## src/rtl/trs_pkg.sv

```systemverilog
package trs_pkg;

    localparam int WORD_W  = 32;
    localparam int HDR_LEN = 10;
    localparam int PAY_LEN = 8;
    localparam int PKT_LEN = HDR_LEN + PAY_LEN;
    localparam int QDEPTH  = 6;
    localparam int EVT_W   = 10;
    localparam int EVT_LSB = 0;
    localparam int CNT_W   = 8;

    localparam int IDX_W  = $clog2(PAY_LEN);
    localparam int ADDR_W = EVT_W + IDX_W;
    localparam int POS_W  = $clog2(PKT_LEN + 1);
    localparam int QPTR_W = $clog2(QDEPTH);
    localparam int QCNT_W = $clog2(QDEPTH + 1);

    typedef enum logic [1:0] {
        SEG_HDR,
        SEG_PAY,
        SEG_SKIP
    } seg_e;

    typedef struct packed {
        logic              tag;
        logic [ADDR_W-1:0] addr;
        logic [WORD_W-1:0] data;
    } slot_t;

    function automatic logic [ADDR_W-1:0] slot_addr(
        input logic [EVT_W-1:0] evt,
        input logic [IDX_W-1:0] idx
    );
        return {evt, idx};
    endfunction

    function automatic logic [QPTR_W-1:0] ring_next(input logic [QPTR_W-1:0] ptr);
        return (ptr == QPTR_W'(QDEPTH - 1)) ? '0 : ptr + QPTR_W'(1);
    endfunction

    function automatic logic [QPTR_W-1:0] ring_back(
        input logic [QPTR_W-1:0] ptr,
        input logic [QCNT_W-1:0] n
    );
        int t;
        t = int'(ptr) - int'(n);
        if (t < 0) t = t + QDEPTH;
        return QPTR_W'(t);
    endfunction

endpackage

```

## src/rtl/trs_framer.sv

```systemverilog
module trs_framer
    import trs_pkg::*;
(
    input  logic              clk,
    input  logic              rst,
    input  logic              rx_valid,
    input  logic              rx_eop,
    input  logic [WORD_W-1:0] rx_data,
    input  logic              rx_ready,
    output logic              push,
    output slot_t             push_slot,
    output logic              flush,
    output logic              pkt_done,
    output logic              cur_tag,
    output logic              pkt_trunc
);

    logic [POS_W-1:0] pos_q;
    logic [EVT_W-1:0] evt_q;
    logic             tag_q;
    logic             trunc_q;
    seg_e             seg;
    logic             take;
    logic             short_end;
    logic [IDX_W-1:0] pidx;
    logic [EVT_W-1:0] evt_now;

    always_comb begin
        if (pos_q < POS_W'(HDR_LEN))      seg = SEG_HDR;
        else if (pos_q < POS_W'(PKT_LEN)) seg = SEG_PAY;
        else                              seg = SEG_SKIP;
    end

    assign take      = rx_valid && rx_ready;
    assign short_end = take && rx_eop && (pos_q < POS_W'(PKT_LEN - 1));
    assign pidx      = IDX_W'(pos_q - POS_W'(HDR_LEN));
    assign evt_now   = (pidx == '0) ? rx_data[EVT_LSB +: EVT_W] : evt_q;

    assign push      = take && (seg == SEG_PAY) && !short_end;
    assign flush     = short_end;
    assign pkt_done  = push && (pos_q == POS_W'(PKT_LEN - 1));
    assign cur_tag   = tag_q;
    assign pkt_trunc = trunc_q;

    always_comb begin
        push_slot.tag  = tag_q;
        push_slot.addr = slot_addr(evt_now, pidx);
        push_slot.data = rx_data;
    end

    always_ff @(posedge clk) begin
        if (rst) begin
            pos_q   <= '0;
            evt_q   <= '0;
            tag_q   <= 1'b0;
            trunc_q <= 1'b0;
        end else begin
            trunc_q <= short_end;
            if (take) begin
                if (rx_eop)               pos_q <= '0;
                else if (seg != SEG_SKIP) pos_q <= pos_q + POS_W'(1);
            end
            if (push && (pidx == '0)) evt_q <= evt_now;
            if (pkt_done)             tag_q <= ~tag_q;
        end
    end

    // a truncation always leaves the position count at zero
    a_r7_trunc_restarts: assert property (@(posedge clk) disable iff (rst)
        pkt_trunc |-> (pos_q == '0));

    // past the payload nothing reaches the queue
    a_r8_skip_silent: assert property (@(posedge clk) disable iff (rst)
        (seg == SEG_SKIP) |-> !push);

endmodule

```

## src/rtl/trs_slot_fifo.sv

```systemverilog
module trs_slot_fifo
    import trs_pkg::*;
(
    input  logic              clk,
    input  logic              rst,
    input  logic              push,
    input  slot_t             push_slot,
    input  logic              pop,
    input  logic              flush,
    input  logic              pkt_done,
    input  logic              cur_tag,
    output slot_t             head,
    output logic [QCNT_W-1:0] level
);

    slot_t             slot_q [QDEPTH];
    logic [QPTR_W-1:0] wr_q;
    logic [QPTR_W-1:0] rd_q;
    logic [QCNT_W-1:0] level_q;
    logic [QCNT_W-1:0] live_q;
    logic [QCNT_W-1:0] live_after;
    logic              pop_cur;

    assign head       = slot_q[rd_q];
    assign level      = level_q;
    assign pop_cur    = pop && (head.tag == cur_tag);
    assign live_after = live_q - (pop_cur ? QCNT_W'(1) : QCNT_W'(0));

    always_ff @(posedge clk) begin
        if (rst) begin
            wr_q    <= '0;
            rd_q    <= '0;
            level_q <= '0;
            live_q  <= '0;
        end else begin
            if (pop) rd_q <= ring_next(rd_q);
            if (flush) begin
                wr_q    <= ring_back(wr_q, live_after);
                level_q <= level_q - QCNT_W'(pop) - live_after;
                live_q  <= '0;
            end else begin
                if (push) wr_q <= ring_next(wr_q);
                level_q <= level_q + QCNT_W'(push) - QCNT_W'(pop);
                live_q  <= pkt_done ? '0 : live_after + QCNT_W'(push);
            end
        end
    end

    always_ff @(posedge clk) begin
        if (push && !flush) slot_q[wr_q] <= push_slot;
    end

    // nothing enters a full queue
    a_r5_no_overflow: assert property (@(posedge clk) disable iff (rst)
        (level_q == QCNT_W'(QDEPTH)) |-> !push);

    // nothing leaves an empty queue
    a_r6_no_underflow: assert property (@(posedge clk) disable iff (rst)
        pop |-> (level_q != '0));

    // the truncating word is never stored
    a_r7_flush_no_push: assert property (@(posedge clk) disable iff (rst)
        flush |-> !push);

    // the young packet never owns more slots than are held
    a_r10_live_bound: assert property (@(posedge clk) disable iff (rst)
        live_q <= level_q);

endmodule

```

## src/rtl/trs_commit.sv

```systemverilog
module trs_commit
    import trs_pkg::*;
(
    input  logic              clk,
    input  logic              rst,
    input  logic              held,
    input  logic [ADDR_W-1:0] head_addr,
    input  logic [WORD_W-1:0] head_data,
    input  logic              mem_wr_ready,
    output logic              mem_we,
    output logic [ADDR_W-1:0] mem_addr,
    output logic [WORD_W-1:0] mem_data,
    output logic              pop,
    output logic [CNT_W-1:0]  pkt_count
);

    logic [CNT_W-1:0] cnt_q;
    logic             closes;

    assign mem_we    = held;
    assign mem_addr  = head_addr;
    assign mem_data  = head_data;
    assign pop       = held && mem_wr_ready;
    assign closes    = pop && (head_addr[IDX_W-1:0] == IDX_W'(PAY_LEN - 1));
    assign pkt_count = cnt_q;

    always_ff @(posedge clk) begin
        if (rst)         cnt_q <= '0;
        else if (closes) cnt_q <= cnt_q + CNT_W'(1);
    end

    // the counter only ever steps by one
    a_r9_count_step: assert property (@(posedge clk) disable iff (rst)
        (cnt_q != $past(cnt_q)) |-> (cnt_q == $past(cnt_q) + CNT_W'(1)));

endmodule

```

## src/rtl/trig_rx_stripper.sv

```systemverilog
module trig_rx_stripper
    import trs_pkg::*;
(
    input  logic              clk,
    input  logic              rst,
    input  logic              rx_valid,
    input  logic              rx_eop,
    input  logic [WORD_W-1:0] rx_data,
    output logic              rx_ready,
    input  logic              mem_wr_ready,
    output logic              mem_we,
    output logic [ADDR_W-1:0] mem_addr,
    output logic [WORD_W-1:0] mem_data,
    output logic              pkt_trunc,
    output logic [CNT_W-1:0]  pkt_count
);

    logic              push;
    slot_t             push_slot;
    logic              flush;
    logic              pkt_done;
    logic              cur_tag;
    logic              pop;
    slot_t             head;
    logic [QCNT_W-1:0] level;

    assign rx_ready = (level != QCNT_W'(QDEPTH));

    trs_framer u_framer (
        .clk       (clk),
        .rst       (rst),
        .rx_valid  (rx_valid),
        .rx_eop    (rx_eop),
        .rx_data   (rx_data),
        .rx_ready  (rx_ready),
        .push      (push),
        .push_slot (push_slot),
        .flush     (flush),
        .pkt_done  (pkt_done),
        .cur_tag   (cur_tag),
        .pkt_trunc (pkt_trunc)
    );

    trs_slot_fifo u_fifo (
        .clk       (clk),
        .rst       (rst),
        .push      (push),
        .push_slot (push_slot),
        .pop       (pop),
        .flush     (flush),
        .pkt_done  (pkt_done),
        .cur_tag   (cur_tag),
        .head      (head),
        .level     (level)
    );

    trs_commit u_commit (
        .clk          (clk),
        .rst          (rst),
        .held         (level != '0),
        .head_addr    (head.addr),
        .head_data    (head.data),
        .mem_wr_ready (mem_wr_ready),
        .mem_we       (mem_we),
        .mem_addr     (mem_addr),
        .mem_data     (mem_data),
        .pop          (pop),
        .pkt_count    (pkt_count)
    );

    // a stalled write holds address and data unless a truncation removed it
    a_r6_stall_hold: assert property (@(posedge clk) disable iff (rst)
        (mem_we && !mem_wr_ready) |=> (pkt_trunc || (mem_we && $stable(mem_addr) && $stable(mem_data))));

endmodule

```

## config.mk

```make
export PLATFORM = sky130hd
export DESIGN_NAME = trig_rx_stripper
export DESIGN_NICKNAME = d
export VERILOG_FILES = /design/src/rtl/trs_pkg.sv /design/src/rtl/trs_framer.sv /design/src/rtl/trs_slot_fifo.sv /design/src/rtl/trs_commit.sv /design/src/rtl/trig_rx_stripper.sv
export SDC_FILE = /design/constraint.sdc
export NUM_CORES = 1
export LEC_CHECK = 0
export ABC_AREA = 0
export CAP_MARGIN = 20
export CORE_ASPECT_RATIO = 2
export CORE_MARGIN = 2
export CORE_UTILIZATION = 58
export CTS_BUF_LIST = sky130_fd_sc_hd__clkbuf_16
export CTS_CLUSTER_SIZE = 24
export DETAILED_ROUTE_END_ITERATION = 16
export PLACE_DENSITY = 0.82
export SYNTH_ARGS = -nofsm -noshare
export SYNTH_HDL_FRONTEND = slang
export SYNTH_SLANG_ARGS = --single-unit
export TNS_END_PERCENT = 50
```

## constraint.sdc

```tcl
create_clock -name clk -period 6.8 [get_ports clk]
set_clock_uncertainty 0.15 [all_clocks]
set_input_delay 1.36 -clock clk [delete_from_list [all_inputs] [get_ports clk]]
set_output_delay 1.36 -clock clk [all_outputs]
set_load 0.05 [all_outputs]
```

==> flow_metrics.tcl <==
set metrics [dict create \
    hold_buffers 0 \
    syn-num-nets 785 \
    fp.dieArea_um2 22900 \
    hp-class "flop to flop" \
    slowest_stage "dfxtp_4" \
    wirelength_mm 25.8 \
    fin_crit_ps 5100 \
    power.leakage_nw 4.77 \
    syn_to_final_growth_pct 17.0 \
    drv_cap 0 \
    synth.cell_area_um2 12500 \
    grt_start_max_net_pins 90 \
    post_cts_buffers 0 \
    ys_ff_latch 316 \
    drt_first_pass_iters 5 \
    yosys.area.top_type "edfxtp_1" \
    fin_setup_tns_ps 0 \
    grt_pass1_vias 7182 \
    power_density_nw_per_um2 343 \
    route.vias.total 6818 \
    hold_viol 0 \
    track_usage_pct 23.3 \
    synthFlopType "edfxtp_1" \
    cts_htree_levels 1 \
    async_reset_ff_share_pct 0 \
    yosysWarningCount 0 \
    antenna_found_initial 0 \
    cts_made_buffers 26 \
    root_buffer "clkbuf_16" \
    post-route-period-util_pct 75.0 \
    dp_slack_ps 2010 \
    grt_pass1_wl_mm 40.1 \
    power_mw 5.03 \
    drc 0 \
    core_area_um2 21400 \
    path_max_fanout 53 \
    antenna_cells 0 \
    cts_tree "yes" \
    postLayoutSetupSlackWorst_ps 1700 \
    placementRows 76 \
    ant_nets 0 \
    cts_num_sinks 316 \
    clk_pin_slew_worst_paths_ps 70 \
    setup_viol 0 \
    die_x_um 108 \
    syn_area_per_cell_um2 17.1 \
    vias_per_cell 6.09 \
    finalMaxSlewViolations 0 \
    initial_core_util_pct 58.6 \
    worst_slew_pin_slew_ps 1080 \
    hold-worst-slack_ps 349 \
    num_io_pins 93 \
    path_class "flop to output pin" \
    seq_area_frac_synth_pct 72.5 \
    max_freq_mhz 196 \
    cts_resized 0 \
    worstPathCellList "buf_4, mux4_2, nor2_1, a21oi_1, clkdlybuf4s50_1" \
    dpl.hpwl_mm 15.7 \
    synthCells 732 \
    drive_above_1_share_pct 13.0 \
    cp.required_ps 5290 \
    crit_family "buffers and inverters" \
    start_kind "flop" \
    cp_slowest_stage_delay_ps 1020 \
    gp_congestion 0.817 \
    ir_drop_uv 266 \
    die_h_um 212 \
    rsz0062_at_grt "no" \
    synthTopCellsByArea "edfxtp_1, mux4_2, dfxtp_1" \
    clk_latency_ps 520 \
    nFillCells 1357 \
    first_iter_violations 604 \
    overflow 0 \
    cp_num_buf_inv 2 \
    arrival_ps 3590 \
    fin_nets 880 \
    wl_per_cell_um 23.0 \
    synth_edf_count 276 \
    status "completed" \
    yosys.area.top_type_share_pct 66.1 \
    io_buffers 92 \
    maxSlewHeadroom_pct 27.7 \
    clockBufferDepth 3 \
    synth_cell_types 49 \
    cp-end-kind "output pin" \
]
-- path summary, 6_finish.rpt --
check                                        from                 to  slack, ps  cells after the start
worst min register to register  u_framer.evt_q[3]  u_framer.evt_q[3]        350                      2
worst max register to register               flop     u_fifo.wr_q[2]       2410                     11
worst min-delay path            u_framer.evt_q[3]  u_framer.evt_q[3]        350                      2
worst max-delay path                         flop       mem_data[31]       1700                      5
-- kinds of logic after synthesis --
kind of cell    Yosys count  synth area share, %
flops                   316                 72.5
simple gates            133                 4.92
mux                     119                 14.3
compound gates           80                 3.60
buf+inv                  54                 1.82
fa+ha+maj                16                 1.84
xor+xnor                 14                0.978
-- per-layer routing --
metal	track usage (%)	part of all wire (%)	wire [um]
met1	27.3	36	9260
met2	42.8	56	14400
met3	2.77	4.9	1270
met4	9.64	3.5	898
met5	0	0	0
-- cell usage in the layout, fill, tap and decap left out, drive strengths merged, types with 6 or more instances in the layout --
cell type | Yosys | layout
nor2 | 77 | 77
o21ai | 7 | 7
edfxtp | 276 | 276
nand2 | 12 | 12
buf | 17 | 11
nand3 | 6 | 6
inv | 18 | 25
mux2 | 17 | 17
mux4 | 46 | 46
clkdlybuf4s50 | 0 | 92
clkinv | 0 | 10
a21oi | 55 | 55
clkbuf | 19 | 27
nor3 | 6 | 6
or3 | 7 | 7
xnor2 | 9 | 9
dfxtp | 40 | 40
ha | 12 | 12
mux2i | 56 | 56
-- synth_stat cells, types with 3 or more instances --
cell type / count
or3_1: 7
o21ai_0: 5
nand2_1: 12
nor2b_1: 3
ha_1: 12
clkbuf_1: 19
dfxtp_1: 40
xnor2_1: 9
nand2b_1: 5
or4_1: 3
nand3_1: 6
edfxtp_1: 276
mux2_2: 3
nand3b_1: 3
nor3b_1: 3
a21oi_1: 55
mux2_1: 12
xor2_1: 5
nor3_1: 6
buf_2: 8
mux4_2: 46
mux2i_1: 56
inv_1: 17
fa_1: 4
nor2_1: 76
buf_1: 7
-- per-stage QoR --
stage,instances,utilization (%),instance area (um^2)
final,1120,68.5,14700
after global routing,1120,68.5,14700
after CTS,1119,68.4,14600
after detailed placement,1071,64.3,13800
after global placement,1071,64.3,13800
after floorplan,732,-,12500
-- where the power goes --
group	total, mW	switching (mW)	internal (mW)
logic	1.27	0.724	0.545
clock network	1.52	0.646	0.870
registers	2.24	0.121	2.12
total	5.03	1.49	3.54
-- worst reg2reg max path, delay by kind of cell (launching register included) --
family	cells	cell delay, ps
compound gates	2	480
xor+xnor	2	350
fa+ha+maj	2	810
flops	1	1020
mux	1	640
simple gates	4	820
-- state kept, by name (all words and copies together), names as in the netlist, named ones only --
signal / flops
u_fifo.rd_q: 3
u_fifo.live_q: 3
u_commit.pkt_count: 8
u_fifo.wr_q: 3
u_fifo.slot_q: 276
u_framer.pkt_trunc: 1
u_fifo.level: 3
u_framer.evt_q: 10
u_framer.pos_q: 5
u_framer.cur_tag: 1
-- layout make-up --
| type | count | area, um^2 | area share [%] |
|---|---|---|---|
| clock buffer | 27 | 676 | 4.61 |
| clock inverter | 21 | 191 | 1.31 |
| inverter | 18 | 67.6 | 0.461 |
| multi-input combinational | 362 | 3260 | 22.3 |
| sequential | 316 | 9100 | 62.1 |
| tap | 273 | 342 | 2.33 |
| timing repair buffer | 103 | 1020 | 6.98 |
Note: power is estimated with default switching activity, not from simulation.
